$ cat src/rtl/crc_fifo_engine.sv
module crc_fifo_engine #(
  parameter int DEPTH_MAX = 16
) (
  input  logic        clk,
  input  logic        rst_n,
  input  logic        suspend,
  input  logic        len_we,
  input  logic [3:0]  len_wdata,
  input  logic        poly_we,
  input  logic [15:0] poly_wdata,
  input  logic        go_we,
  input  logic        go_wdata,
  input  logic        seed_we,
  input  logic [15:0] seed_wdata,
  input  logic        data_we,
  input  logic        data_lane,
  input  logic [7:0]  data_wdata,
  output logic [15:0] crc_out,
  output logic [4:0]  word_count,
  output logic        full,
  output logic        empty,
  output logic        go,
  output logic        irq
);
  localparam int DEPTH_MIN = DEPTH_MAX / 2;
  localparam int PW = $clog2(DEPTH_MAX);
  localparam int CW = PW + 1;

  logic [3:0]    len_q;
  logic [15:0]   poly_q, crc_q, crc_nxt;
  logic [15:0]   mem [DEPTH_MAX];
  logic [7:0]    lo_hold;
  logic [PW-1:0] wr_ptr, rd_ptr;
  logic [CW-1:0] count_q;
  logic [3:0]    bit_off;
  logic          go_q, irq_q;

  wire           wide   = len_q[3];
  wire [CW-1:0]  depth  = wide ? CW'(DEPTH_MIN) : CW'(DEPTH_MAX);
  wire [PW-1:0]  pmask  = PW'(depth - 1'b1);
  wire           push   = !suspend && data_we && (data_lane == wide);
  wire [15:0]    word_in = wide ? {data_wdata, lo_hold} : {8'h00, data_wdata};
  wire           is_full = (count_q == depth);
  wire           is_empty = (count_q == '0);
  wire           wrap   = push && is_full;
  wire           shift  = !suspend && go_q && !is_empty;
  wire           pop    = shift && (bit_off == len_q);
  wire [3:0]     bit_sel = len_q - bit_off;
  wire [15:0]    head   = mem[rd_ptr];
  wire           din    = head[bit_sel];
  wire           fb     = crc_q[len_q] ^ din;
  wire [15:0]    lmask  = 16'hFFFF >> (4'd15 - len_q);

  always_comb begin
    for (int i = 0; i < 16; i++) begin
      if (i <= int'(len_q))
        crc_nxt[i] = ((i == 0) ? 1'b0 : crc_q[(i == 0) ? 0 : i-1]) ^ (poly_q[i] & fb);
      else
        crc_nxt[i] = 1'b0;
    end
  end

  always_ff @(posedge clk) begin
    if (push && !is_full) mem[wr_ptr] <= word_in;
  end

  always_ff @(posedge clk) begin
    if (!rst_n) begin
      len_q   <= '0;
      poly_q  <= '0;
      crc_q   <= '0;
      lo_hold <= '0;
      wr_ptr  <= '0;
      rd_ptr  <= '0;
      count_q <= '0;
      bit_off <= '0;
      go_q    <= 1'b0;
      irq_q   <= 1'b0;
    end else begin
      irq_q <= pop && (count_q == CW'(1)) && !push;
      if (!suspend) begin
        if (len_we)  len_q  <= len_wdata;
        if (poly_we) poly_q <= poly_wdata;
        if (go_we)   go_q   <= go_wdata;
        if (seed_we && !go_q) crc_q <= seed_wdata & lmask;
        else if (shift)       crc_q <= crc_nxt;
        if (data_we && !data_lane && wide) lo_hold <= data_wdata;
        if (wrap) begin
          wr_ptr  <= '0;
          rd_ptr  <= '0;
          count_q <= '0;
          bit_off <= '0;
        end else begin
          if (push) wr_ptr <= (wr_ptr + 1'b1) & pmask;
          if (pop) begin
            rd_ptr  <= (rd_ptr + 1'b1) & pmask;
            bit_off <= '0;
          end else if (shift) begin
            bit_off <= bit_off + 1'b1;
          end
          count_q <= count_q + CW'(push) - CW'(pop);
        end
      end
    end
  end

  assign crc_out    = crc_q;
  assign word_count = count_q;
  assign full       = is_full;
  assign empty      = is_empty;
  assign go         = go_q;
  assign irq        = irq_q;

  a_r3_count_bound: assert property (@(posedge clk) disable iff (!rst_n)
    count_q <= CW'(DEPTH_MAX));
  a_r7_wrap_clears: assert property (@(posedge clk) disable iff (!rst_n)
    (data_we && !suspend && (data_lane == len_q[3]) && full) |=> (word_count == '0 && !irq));
  a_r8_irq_source: assert property (@(posedge clk) disable iff (!rst_n)
    irq |-> (word_count == '0 && $past(word_count) == 5'd1));
  a_r8_irq_single: assert property (@(posedge clk) disable iff (!rst_n)
    irq |=> !irq);
  a_r10_freeze: assert property (@(posedge clk) disable iff (!rst_n)
    suspend |=> ($stable(crc_out) && $stable(word_count) && $stable(rd_ptr) && $stable(len_q)));
  a_r4_idle_hold: assert property (@(posedge clk) disable iff (!rst_n)
    (!go && !seed_we) |=> $stable(crc_out));
endmodule

$ cat config.mk
export PLATFORM = sky130hd
export DESIGN_NAME = crc_fifo_engine
export DESIGN_NICKNAME = d
export VERILOG_FILES = /design/src/rtl/crc_fifo_engine.sv
export SDC_FILE = /design/constraint.sdc
export NUM_CORES = 1
export LEC_CHECK = 0
export BUFFER_PORTS_ARGS = -buffer_cell sky130_fd_sc_hd__buf_2
export CELL_PAD_IN_SITES_DETAIL_PLACEMENT = 1
export CELL_PAD_IN_SITES_GLOBAL_PLACEMENT = 1
export CORE_MARGIN = 3
export CORE_UTILIZATION = 45
export DETAILED_ROUTE_END_ITERATION = 10
export PLACE_DENSITY = 0.83
export SYNTH_ARGS = -nofsm -noshare
export SYNTH_HDL_FRONTEND = slang
export SYNTH_SLANG_ARGS = --single-unit
$ cat constraint.sdc
create_clock -name clk -period 4.7 [get_ports clk]
set_clock_uncertainty 0.1 [all_clocks]
set_input_delay 0.47 -clock clk [delete_from_list [all_inputs] [get_ports clk]]
set_output_delay 0.47 -clock clk [all_outputs]
set_load 0.02 [all_outputs]
---- Word-level counts from Yosys, hierarchy flattened ----
Memories as Yosys holds them, arrays and structs flattened. A register that Yosys moved wholly into a read port is not among the register bits.
Index checks and enable logic that the tools add are counted.
word-level totals
  output and inout port bits .............. 25
  register bits after elaboration ......... 63
  memory bits (writable) .................. 256
  memories kept ........................... 1
cells by class
  multiplexer cells ....................... 35
  magnitude comparators ................... 17
  reduce and logical (&&, ||, !) cells .... 31
  bitwise gates (word level) .............. 36
  $add $sub $neg .......................... 8
  shift-type cells ........................ 1
  eq/ne operators ......................... 4
memories
  name  depth  width  rd ports  clocked after memory_dff  wr ports  line  source
  mem   16     16     1         1                         1         31    logic [15:0] mem [DEPTH_MAX];
operators by type and width
  cell                   number
  $mux 16                3
  $mux 4                 9
  $le 4x4->1 const A     8
  $mux 1                 19
  $and 1x1->1            16
  $and 16x16->16         1
  $le 3x4->1 const A     4
  $reduce_and 2->1       8
  $shr 16x4->16 const A  1
  $xor 1x1->1            16
  $add 4x1->4 const B    3
  $logic_and 1x1->1      12
  $lt 4x5->1 const B     2
  $mux 5                 2
  $and 4x4->4            2
  $bmux 1 s4             2
  $le 2x4->1 const A     2
  $logic_not 1->1        6
  $reduce_bool 2->1      3
  $add 5x1->5            1
  $eq 5x1->1 const B     1
  $eq 5x5->1             1
  $logic_not 5->1        1
  $sub 5x1->5            1
  other kinds (8)        8

---- Depth between registers and ports, before layout ----
Gate-level depths: netlist of the first run.
  depth in word-level cells ............... 9
  depth in mapped cells ................... 21
  depth with buffers taken out ............ 19

---- Worst setup path after synthesis of the first run ----
No wires, ideal clock.
  path kind ............................... register -> register
  start point ............................. register count_q[3] (netlist: word_count[3])
  end point ............................... register count_q[4] (netlist: word_count[4])
  path buffers ............................ 1
  setup time .............................. 115 ps
  clock period less this slack ............ 4018 ps
  slack ................................... 682 ps
  data required time ...................... 4485 ps
  arrival ................................. 3803 ps
  cell stages (with the launch flop) ...... 21
  cell sequence ........................... dfxtp_1 inv_1 ha_1 nor4b_1 or3b_2 or3_1 clkbuf_1 inv_1 ha_1 inv_1 ha_1 inv_1 fa_1 inv_1 a21oi_1 nor2_1 nor2_1 xnor2_1 a21oi_1 nor2b_1 o21a_1
on the way
  cells in the longest elaborated chain, start to end .. 6
  elaborated cells on any way between the ends .. 9
  classes of those cells .................. add/sub (2); eq/ne (1); mux (1); reduce/logical (5)
ends and longest elaborated chain
  what                    line  source
  from (decl)             34    logic [CW-1:0] count_q;
  from (signal assigned)  101   count_q <= count_q + CW'(push) - CW'(pop);
  $logic_not 5->1         44    wire is_empty = (count_q == '0);
  named net empty         21    output logic empty,
  $logic_not 1->1         46    wire shift = !suspend && go_q && !is_empty;
  $logic_and 1x1->1       46
  $logic_and 1x1->1       47    wire pop = shift && (bit_off == len_q);
  $sub 5x1->5             101
  $mux 5                  88    if (wrap) begin
The timed path passes the listed nets, and every way through them passes these cells.
A chain may end at the register's enable or synchronous reset.

---- Worst setup path after layout of the first run ----
  start point ............................. register len_q[0]
  end point ............................... register crc_q[5] (netlist: crc_out[5])
on the way
  cells in the longest elaborated chain, start to end .. 9
  elaborated cells on any way between the ends .. 15
  classes of those cells .................. add/sub (2); order compare (1); shift (1); mux (7); bitwise (4)
ends and longest elaborated chain
  what                          line  source
  from (decl)                   29    logic [3:0] len_q;
  from (signal assigned)        82    if (len_we) len_q <= len_wdata;
  $sub 4x4->4                   48    wire [3:0] bit_sel = len_q - bit_off;
  $bmux 1 s4                    50    wire din = head[bit_sel];
  $mux 1 (implied by the code)  50
  $xor 1x1->1                   51    wire fb = crc_q[len_q] ^ din;
  $and 1x1->1                   57    crc_nxt[i] = ((i == 0) ? 1'b0 : crc_q[(i == 0) ? 0 : i-1]) ^ (poly_q[i] & fb);
  $xor 1x1->1                   57
  $mux 1                        56    if (i <= int'(len_q))
  $mux 16                       86    else if (shift) crc_q <= crc_nxt;
  $mux 16 *                     85    if (seed_we && !go_q) crc_q <= seed_wdata & lmask;
  to (signal assigned)          85
  to (signal assigned)          86
  to (decl)                     30    logic [15:0] poly_q, crc_q, crc_nxt;
Mark *: on every way between the ends. The rest lies on a longest branch, timed or not. The select of a mux whose other input is x is not followed.

==> metrics.txt, run 1 <==
DIE HEIGHT 183.8 um; CP Capture Type flip-flop; clock buffer depth 3; post-synthesis cell type count 71; Final Max Tran Viols 0; fmax 0.2344 GHz; worst-margin pin slew 1016 ps; Post-Syn Area per Cell 14.49 um2; storage element area 9034 um2; largest net degree at the start of global routing 47; FILL cells 2,995; Clock Power Share 46.1%; Worst VDD drop 0.1914 mV; Min Clock Period, post-route 4266 ps; CTS sink cnt 323; Net Count, Synth 1,052; Critical Path Fanout Max 21; Synth Warn # 0; CTS H-tree lvls 2; Critical Path Source len_q[0]; post-CTS setup buffer count 0; fin crit share 90.77%; CP Data Required Time 5030 ps; reg2reg setup slack 430 ps; Placed Cells 1,428; status finished clean; CP startpoint kind flip-flop; dominant synthesized flop cell edfxtp_1; die area 33,770 um2; R2R Path Start len_q[0]; hpwl dp 24,090 um; insertion delay to the later sink of the worst-skew pair 510 ps; unrepaired setup endpoints after global routing no; share of layout cells above drive strength 1 24.93%; EDFF count, synth 256; combinational power share 5.3%; CTS tree done; Setup Viol. Count Final 0; HP Class input port to flip-flop; Via Count 9,042; GP Congestion 0.8247; critical setup path kind flip-flop to flip-flop; initial antenna violation count 1; sw frac 21.32%; Post-Route WL 38,980 um; max cap viols 0; final net count 1,140; Register-to-Register Path Depth 12; Pint 5051 uW; power density cells 393.3 nW/um2; DRC 0; CTS buffer count 35; DRT Pass-1 Iters 5; Die Wd 183.8 um; post-route setup TNS 0 ps; reg-to-reg endpoint crc_out[5]; multi-input logic area 4767 um2; WL/cell 26.14 um; clock slew seen by the registers of the worst setup and hold paths 60 ps; LEAKAGE 0.005529 uW; ys async rst share 0%; sequential share of power 48.6%; Finished Layout Cells 1,491; I/O pin cnt 79; first-pass GRT wire length 59,060 um; worst rel slew slack 32.10%; core box area 30,830 um2; final worst slack 433.6 ps; Synth Instances 981; total grt overflow 0; DRT iter0 DRCs 880; pre-CTS setup slack 491.4 ps; post-synthesis sequential area ratio 63.50%; Initial Utilization 46.12%; Detail Route Antenna Nets 0; vias per cell 6.064; All-Layer GR Usage 23.32%; number of global-route vias before repair 9,642; WP data arrival 4600 ps; worst setup path endpoint crc_out[5]; CTS root buf clkbuf_16; synth-to-layout area growth 14.77%; Ant. Diodes 0; Post-Syn Area 14,220 um2; I/O Buffers 78; final hold viol count 0; Net Switching 1368 uW; FP Rows 64; post-synthesis register bit count 323
[state kept, by name (all words and copies together) (netlist names), named ones only]
register / count
mem: 256
crc_out: 16
poly_q: 16
lo_hold: 8
word_count: 5
bit_off: 4
len_q: 4
rd_ptr: 4
wr_ptr: 4
go: 1
irq: 1
[cell usage after synthesis (all sizes together), types with 4 or more instances]
master,number,share of area [%]
or3,4,0.18
o211ai,8,0.42
ha,15,1.3
and2,12,0.53
o311ai,4,0.25
dfxtp,67,9.4
mux2i,19,1.3
o21ai,22,0.77
nor2,53,1.4
o22ai,15,0.80
nor3b,5,0.26
or4,12,0.63
xor2,5,0.31
nor2b,30,1.3
mux4,67,11
a21boi,17,0.90
a21oi,32,1.2
mux2,15,1.2
o31ai,13,0.69
nor3,21,0.77
a31oi,12,0.57
or2,6,0.26
edfxtp,256,54
nand2,93,2.5
o221ai,4,0.25
nand2b,8,0.35
a22oi,12,0.63
nand3,17,0.60
inv,29,0.77
xnor2,6,0.37
clkbuf,35,1.0
buf,24,1.5
[cells by family after synthesis]
group                    Yosys count  share of synthesized area, %
adder cells (fa/ha/maj)           17                         1.602
XOR/XNOR                          11                        0.6776
AO/OA/AOI/OAI                    160                         7.691
flip-flops                       323                         63.50
multiplexers                     101                         13.38
AND/OR/NAND/NOR                  278                         9.680
buffers and inverters             91                         3.476
[per-stage QoR]
| stage | hold slack (ps) | instance area [um2] | power [uW] | utilization [%] |
|---|---|---|---|---|
| finish | 103.3 | 16320 | 6419 | 52.93 |
| global route | 117.2 | 16320 | 6610 | 52.93 |
| CTS | 91.54 | 16310 | 6457 | 52.91 |
| detailed placement | 366.3 | 15080 | 3508 | 48.90 |
| global placement | 356.3 | 15080 | 3492 | 48.90 |
| floorplan | 343.5 | 14220 | 3395 | - |
[power by group through the flow]
stage / combinational (uW) / clock (uW) / sequential (uW)
after global placement: 313 / 0 / 3180
after CTS: 334 / 3000 / 3120
final: 338 / 2960 / 3120
after detailed placement: 328 / 0 / 3180
after global routing: 370 / 3120 / 3120
after floorplan: 219 / 0 / 3180
[worst min-delay path by stage]
stage	cells past startpoint	endpoint	startpoint
CTS	3	poly_q[6]	poly_wdata[6]
floorplan	2	poly_q[1]	poly_q[1]
detailed placement	2	poly_q[7]	poly_q[7]
global placement	2	poly_q[2]	poly_q[2]
global route	3	len_q[2]	len_wdata[2]
finish	3	poly_q[6]	poly_wdata[6]
[area by class of cell]
type,count,share of cell area [%]
clock inverters,20,1.702
inverters,29,0.6670
well taps,396,3.036
repair buffers,113,4.155
multi-input cells,567,29.21
clock buffers,43,5.873
flip-flops and latches,323,55.36
[placed cells by master (no fill, tap or decap), types with 19 or more instances in the layout]
cell type and count:
clkbuf_16 37, a21oi_1 31, mux4_2 58, dfxtp_1 65, inv_1 29, nor2b_1 30, buf_2 78, mux2i_1 19
buf_4 33, nand2_1 93, edfxtp_1 256, o21ai_0 20, nor2_1 41
[metal layers]
metal / vias to the layer above / track usage, % / part of all wire [%]
li1: 3951 / - / -
met1: 4585 / 31.04 / 40
met2: 421 / 38.91 / 49
met3: 85 / 4.214 / 7.9
met4: 0 / 8.225 / 3.3
met5: - / 0 / 0
[worst max-delay path, stage by stage (launching register included)]
cell	delay (ps)
dfxtp_1	540
inv_1	110
ha_1	230
inv_1	70
fa_1	590
nor2b_1	450
o21ai_0	350
o2111ai_1	280
o22a_1	380
a21oi_2	90
buf_4	220
or4_1	520
a31oi_1	240
[repair_timing]
action	4_1_cts	5_1_grt
endpoints found under the setup margin	0	1
hold buffers	0	0
gates resized for setup	0	1
No activity file was read; power rests on OpenSTA's default activity.
==> run 2: changes to the inputs <==
- ABC_AREA: unset -> 1
- MAX_ROUTING_LAYER: unset -> met4
- PLACE_DENSITY: 0.83 -> 0.87
==> metrics.txt, run 2 <==
post-CTS setup buffer count 0 (unchanged); clock buffer depth 3 (unchanged); CTS H-tree lvls 2 (unchanged); FILL cells 3,433 (+15%); die area 33,350 um2 (-1.2%); Top reg by flops mem; DRC 0 (unchanged); Post-Syn Area per Cell 9.885 um2 (-32%); Worst VDD drop 0.1852 mV (-3.3%); I/O Buffers 78 (unchanged); commonest non-fill, non-tap cell in the layout nand2_1; unrepaired setup endpoints after global routing no; first-pass GRT wire length 68,710 um (+16%); fmax 0.2358 GHz (+0.58%); top-count cell post-synth nand2_1; CP Capture Type flip-flop; Net Switching 1475 uW (+7.8%); hpwl dp 26,240 um (+8.9%); LEAKAGE 0.006045 uW (+9.3%); Commonest cells post-synth nand2_1, nand3_1, edfxtp_1; final net count 1,562 (+37%); CTS sink cnt 323 (unchanged); Detail Route Antenna Nets 0 (unchanged); dominant synthesized flop cell edfxtp_1; All-Layer GR Usage 27.47% (+4.2 points); CP Data Required Time 4970 ps (-60 ps); combinational power share 6.9% (+1.6 points); CP startpoint kind flip-flop; DRT iter0 DRCs 1,162 (+32%); post-synthesis register bit count 323 (unchanged); core box area 30,670 um2 (-0.52%); commonest cells after routing, fill and taps aside nand2_1, nand3_1, edfxtp_1, nor2_1, buf_2; total grt overflow 0 (unchanged); Clock Power Share 43.2% (-2.9 points); largest net degree at the start of global routing 129 (+170%); Post-Syn Area 14,040 um2 (-1.3%); clock slew seen by the registers of the worst setup and hold paths 60 ps (about the same); WP data arrival 4510 ps (-90 ps); I/O pin cnt 79 (unchanged); sw frac 23.44% (+2.1 points); Initial Utilization 45.77% (-0.35 points); worst rel slew slack 26.32% (-5.8 points); CTS tree done; WL/cell 23.39 um (-11%); Pint 4818 uW (-4.6%); critical setup path kind flip-flop to flip-flop; sequential share of power 49.9% (+1.3 points); synth-to-layout area growth 13.76%; power density cells 394.1 nW/um2 (+0.20%); DIE HEIGHT 182.6 um (-0.62%); worst hold slack 99.94 ps (-3.350 ps); insertion delay to the later sink of the worst-skew pair 520 ps (about the same); main area contributors after synthesis edfxtp_1, nand2_1, nand3_1; PostCTS Resize Cnt 0 (unchanged); CTS buffer count 36 (+2.9%); # hold bufs at CTS 0 (unchanged); Net Count, Synth 1,491 (+42%); Largest register FFs 256 (unchanged); HP Class input port to flip-flop; post-synth top area share 54.76% (+0.70 points); Synth Instances 1,420 (+45%); final worst slack 458.3 ps (+24.67 ps); Post-Route WL 44,810 um (+15%); FP Rows 64 (unchanged); Die Wd 182.6 um (-0.62%); cell taking the most area after synthesis edfxtp_1; max cap viols 0 (unchanged); Setup Viol. Count Final 0 (unchanged); vias per cell 5.887 (-2.9%); initial antenna violation count 1 (unchanged); EDFF count, synth 256 (unchanged); number of global-route vias before repair 11,880 (+23%); post-synthesis sequential area ratio 64.32% (+0.82 points); CTS root buf clkbuf_16; Final Max Tran Viols 0 (unchanged); Critical Path Fanout Max 12 (-43%); post-route setup TNS 0 ps (unchanged); post-synthesis cell type count 33 (-54%); status finished clean; Design Power 6293 uW (-2.0%); DRT Pass-1 Iters 6 (+1); final hold viol count 0 (unchanged); share of layout cells above drive strength 1 11.73% (-13 points); Synth Warn # 0 (unchanged); worst-margin pin slew 1105 ps (+88.69 ps); fin crit share 90.25% (-0.52 points); ys async rst share 0% (unchanged); GP Congestion 0.8580 (+4.0%); pre-CTS setup slack 679.1 ps (+187.8 ps); Via Count 11,280 (+25%); Min Clock Period, post-route 4242 ps (-24.67 ps)
run 2: cell count changes in the layout (fill, tap and decap cells not counted), moves of 15 or more:
cell,change
a21boi_0,-17
inv_1,+46
mux2_2,-15
mux2i_1,-18
mux4_2,-58
nand2_1,+304
nand3_1,+280
nor2_1,+45
nor2b_1,-30
o21ai_0,+28
run 2: final timing paths:
check,slack (ps),cells after the start,to,start
max reg2reg,460,16,word_count[4],len_q[0]
min,100,3,poly_q[11],poly_wdata[11]
min reg2reg,410,2,poly_q[13],poly_q[13]
max,460,16,word_count[4],len_q[0]
run 2: area by class of cell:
type | count | area, um2 | share of cell area, %
diodes | 2 | 5.005 | 0.03134
multi-input cells | 944 | 4382 | 27.44
clock inverters | 12 | 93.84 | 0.5876
well taps | 396 | 495.5 | 3.103
clock buffers | 53 | 1037 | 6.495
inverters | 78 | 294.0 | 1.841
flip-flops and latches | 323 | 9034 | 56.57
repair buffers | 108 | 628.1 | 3.933
run 2: critical path, stage by stage, from the launching register on:
cell and delay, ps:
dfxtp_1 570, inv_1 150, ha_1 320, buf_4 210, clkinv_1 80, buf_4 190
nor4_1 590, ha_1 350, inv_1 70, ha_1 170, inv_1 80, fa_1 410
o21ai_0 210, a21oi_1 120, xnor2_1 200, a2bb2oi_1 200, nor2_1 60
run 2: layer usage:
layer	up-vias	track usage, %	share of wire, %
met3	124	3.827	7.1
met4	0	8.745	3.4
met5	-	-	0
li1	5025	-	-
met2	505	45.52	49
met1	5626	35.21	40
run 2: metrics by stage:
step	utilization, %	instances	instance area, um2
CTS	52.05	1914	15960
floorplan	-	1420	14040
detailed placement	48.36	1849	14830
global route	52.07	1916	15970
finish	52.07	1916	15970
global placement	48.36	1849	14830
run 2: logic make-up (layout without fill, tap and decap cells):
logic type                 Yosys count  after routing  share of synthesized area [%]
and+or+nand+nor                    812            812                          24.68
buffers and inverters              153            251                          4.822
adders and majority gates           17             17                          1.622
xor gates and xnor gates             7              7                         0.4368
muxes                                1              1                        0.07131
AOI/OAI and AO/OA                  107            107                          4.047
DFF                                323            323                          64.32
other                                0              2                              0
run 2: power by group through the flow:
stage	registers [uW]	logic [uW]	clock network, uW
floorplan	3200	265	0
global placement	3200	394	0
detailed placement	3200	417	0
CTS	3140	428	2750
global route	3140	473	2860
finish	3140	433	2720
==> run 3: changes to the inputs <==
- ABC_AREA: 1 -> unset
- PLACE_DENSITY: 0.87 -> 0.83
==> metrics.txt, run 3 (synthesis results as in run 1) <==
status finished clean; All-Layer GR Usage 24.06% (-3.4 points); I/O Buffers 78 (unchanged); Hold Crit Endpoint poly_q[6]; total grt overflow 0 (unchanged); commonest non-fill, non-tap cell in the layout edfxtp_1; clock slew seen by the registers of the worst setup and hold paths 60 ps (about the same); HP Class input port to flip-flop; Largest register FFs 256 (unchanged); hold depth 3 (unchanged); CP Capture Type flip-flop; commonest cells after routing, fill and taps aside edfxtp_1, nand2_1, buf_2, dfxtp_1, mux4_2; synth-to-layout area growth 14.77%; R2R Path Start len_q[0]; WL/cell 26.11 um (+12%); Ant. Diodes 0 (-2); unrepaired setup endpoints after global routing no; Top reg by flops mem; WP data arrival 4600 ps (+90 ps); pre-CTS setup slack 491.4 ps (-187.8 ps); number of global-route vias before repair 9,631 (-19%); worst rel slew slack 30.72% (+4.4 points); Finished Layout Cells 1,491 (-22%); area post-placement 15,080 um2 (+1.6%); I/O pin cnt 79 (unchanged); CTS tree done; HP Start poly_wdata[6]; Worst VDD drop 0.1934 mV (+4.4%); fmax 0.2337 GHz (-0.87%); Final Max Tran Viols 0 (unchanged); clock buffer depth 3 (unchanged); FP Rows 64 (unchanged); DRC 0 (unchanged); final net count 1,140 (-27%); die area 33,770 um2 (+1.3%); Critical Path Fanout Max 21 (+9); Initial Utilization 46.12% (+0.35 points); Setup Viol. Count Final 0 (unchanged); GP Congestion 0.8375 (-2.4%); DRT Pass-1 Iters 5 (-1); CTS buffer count 35 (-2.8%); worst-margin pin slew 1037 ps (-68.07 ps); CP Data Required Time 5020 ps (+50 ps); reg-to-reg endpoint crc_out[5]; fin crit share 91.04% (+0.79 points); final hold viol count 0 (unchanged); PostCTS Resize Cnt 0 (unchanged); core box area 30,830 um2 (+0.52%); share of layout cells above drive strength 1 24.93% (+13 points); DIE HEIGHT 183.8 um (+0.62%); Detail Route Antenna Nets 0 (unchanged); LEAKAGE 0.005529 uW (-8.5%); Placed Cells 1,428 (-23%); initial antenna violation count 0 (-1); CTS root buf clkbuf_16; Min Clock Period, post-route 4279 ps (+37.12 ps); vias per cell 5.994 (+1.8%); Register-to-Register Path Depth 12 (-4); Via Count 8,937 (-21%); first-pass GRT wire length 59,140 um (-14%); CTS H-tree lvls 2 (unchanged); critical setup path kind flip-flop to flip-flop; CP startpoint kind flip-flop; Die Wd 183.8 um (+0.62%); largest net degree at the start of global routing 47 (-64%); Post-Route WL 38,940 um (-13%); insertion delay to the later sink of the worst-skew pair 510 ps (about the same); final worst slack 421.2 ps (-37.12 ps); CTS sink cnt 323 (unchanged); max cap viols 0 (unchanged); post-CTS setup buffer count 0 (unchanged); post-route setup TNS 0 ps (unchanged); power density cells 393.1 nW/um2 (-0.26%); design area 16,320 um2 (+2.2%); DRT iter0 DRCs 817 (-30%); hpwl dp 24,090 um (-8.2%); reg2reg setup slack 420 ps (-40 ps); # hold bufs at CTS 0 (unchanged)
==> run 3: changes by cell type in the layout (fill, tap and decap cells not counted), sizes merged, moves of 15 or more <==
cell	change
mux2	+15
nand2	-305
o21ai	-26
inv	-47
nor2	-45
mux4	+67
a21boi	+17
nand3	-282
nor2b	+30
mux2i	+18
==> run 3: area by class of cell <==
class,count,area [um2]
sequential,323,9034
tap,396,495.5
clock inverter,20,277.8
fill,2995,14510
timing repair buffer,113,678.2
clock buffer,43,958.4
multi-input combinational,567,4767
inverter,29,108.9
==> run 3: metrics by stage <==
step / hold WS, ps / utilization, % / power (uW)
3_5_place_dp: 366.3 / 48.90 / 3508
6_report: 106.6 / 52.93 / 6415
4_1_cts: 91.54 / 52.91 / 6457
3_3_place_gp: 356.3 / 48.90 / 3492
2_1_floorplan: 343.5 / - / 3395
5_1_grt: 117.2 / 52.93 / 6609
==> run 3: power by group <==
part,switching (uW),internal (uW)
clock,1120,1840
combinational,223,115
sequential,20.8,3100
total,1360,5050
==> run 3: worst max-delay path, cell delays in order (launching register included) <==
cell,delay [ps]
dfxtp_1,540
inv_1,110
ha_1,220
inv_1,70
fa_1,600
nor2b_1,460
o21ai_0,350
o2111ai_1,280
o22a_1,380
a21oi_2,90
buf_4,220
or4_1,530
a31oi_1,240
==> run 3: layer usage <==
| layer | part of all wire [%] | global-route usage [%] | vias up | routed length (um) |
|---|---|---|---|---|
| met3 | 8.1 | 3.898 | 95 | 3158 |
| met1 | 40 | 31.43 | 4477 | 15500 |
| met4 | 3.4 | 8.225 | 0 | 1336 |
| met5 | 0 | - | - | 0 |
| met2 | 49 | 38.80 | 419 | 18940 |
| li1 | - | - | 3946 | - |
==> run 3: worst max-delay path by stage <==
| stage | endpoint | start | slack (ps) |
|---|---|---|---|
| 2_1_floorplan | word_count[4] | word_count[3] | 680 |
| 3_3_place_gp | crc_out[1] | len_q[0] | 740 |
| 3_5_place_dp | crc_out[2] | len_q[0] | 490 |
| 4_1_cts | crc_out[5] | len_q[0] | 360 |
| 5_1_grt | crc_out[5] | len_q[0] | 240 |
| 6_report | crc_out[5] | len_q[0] | 420 |
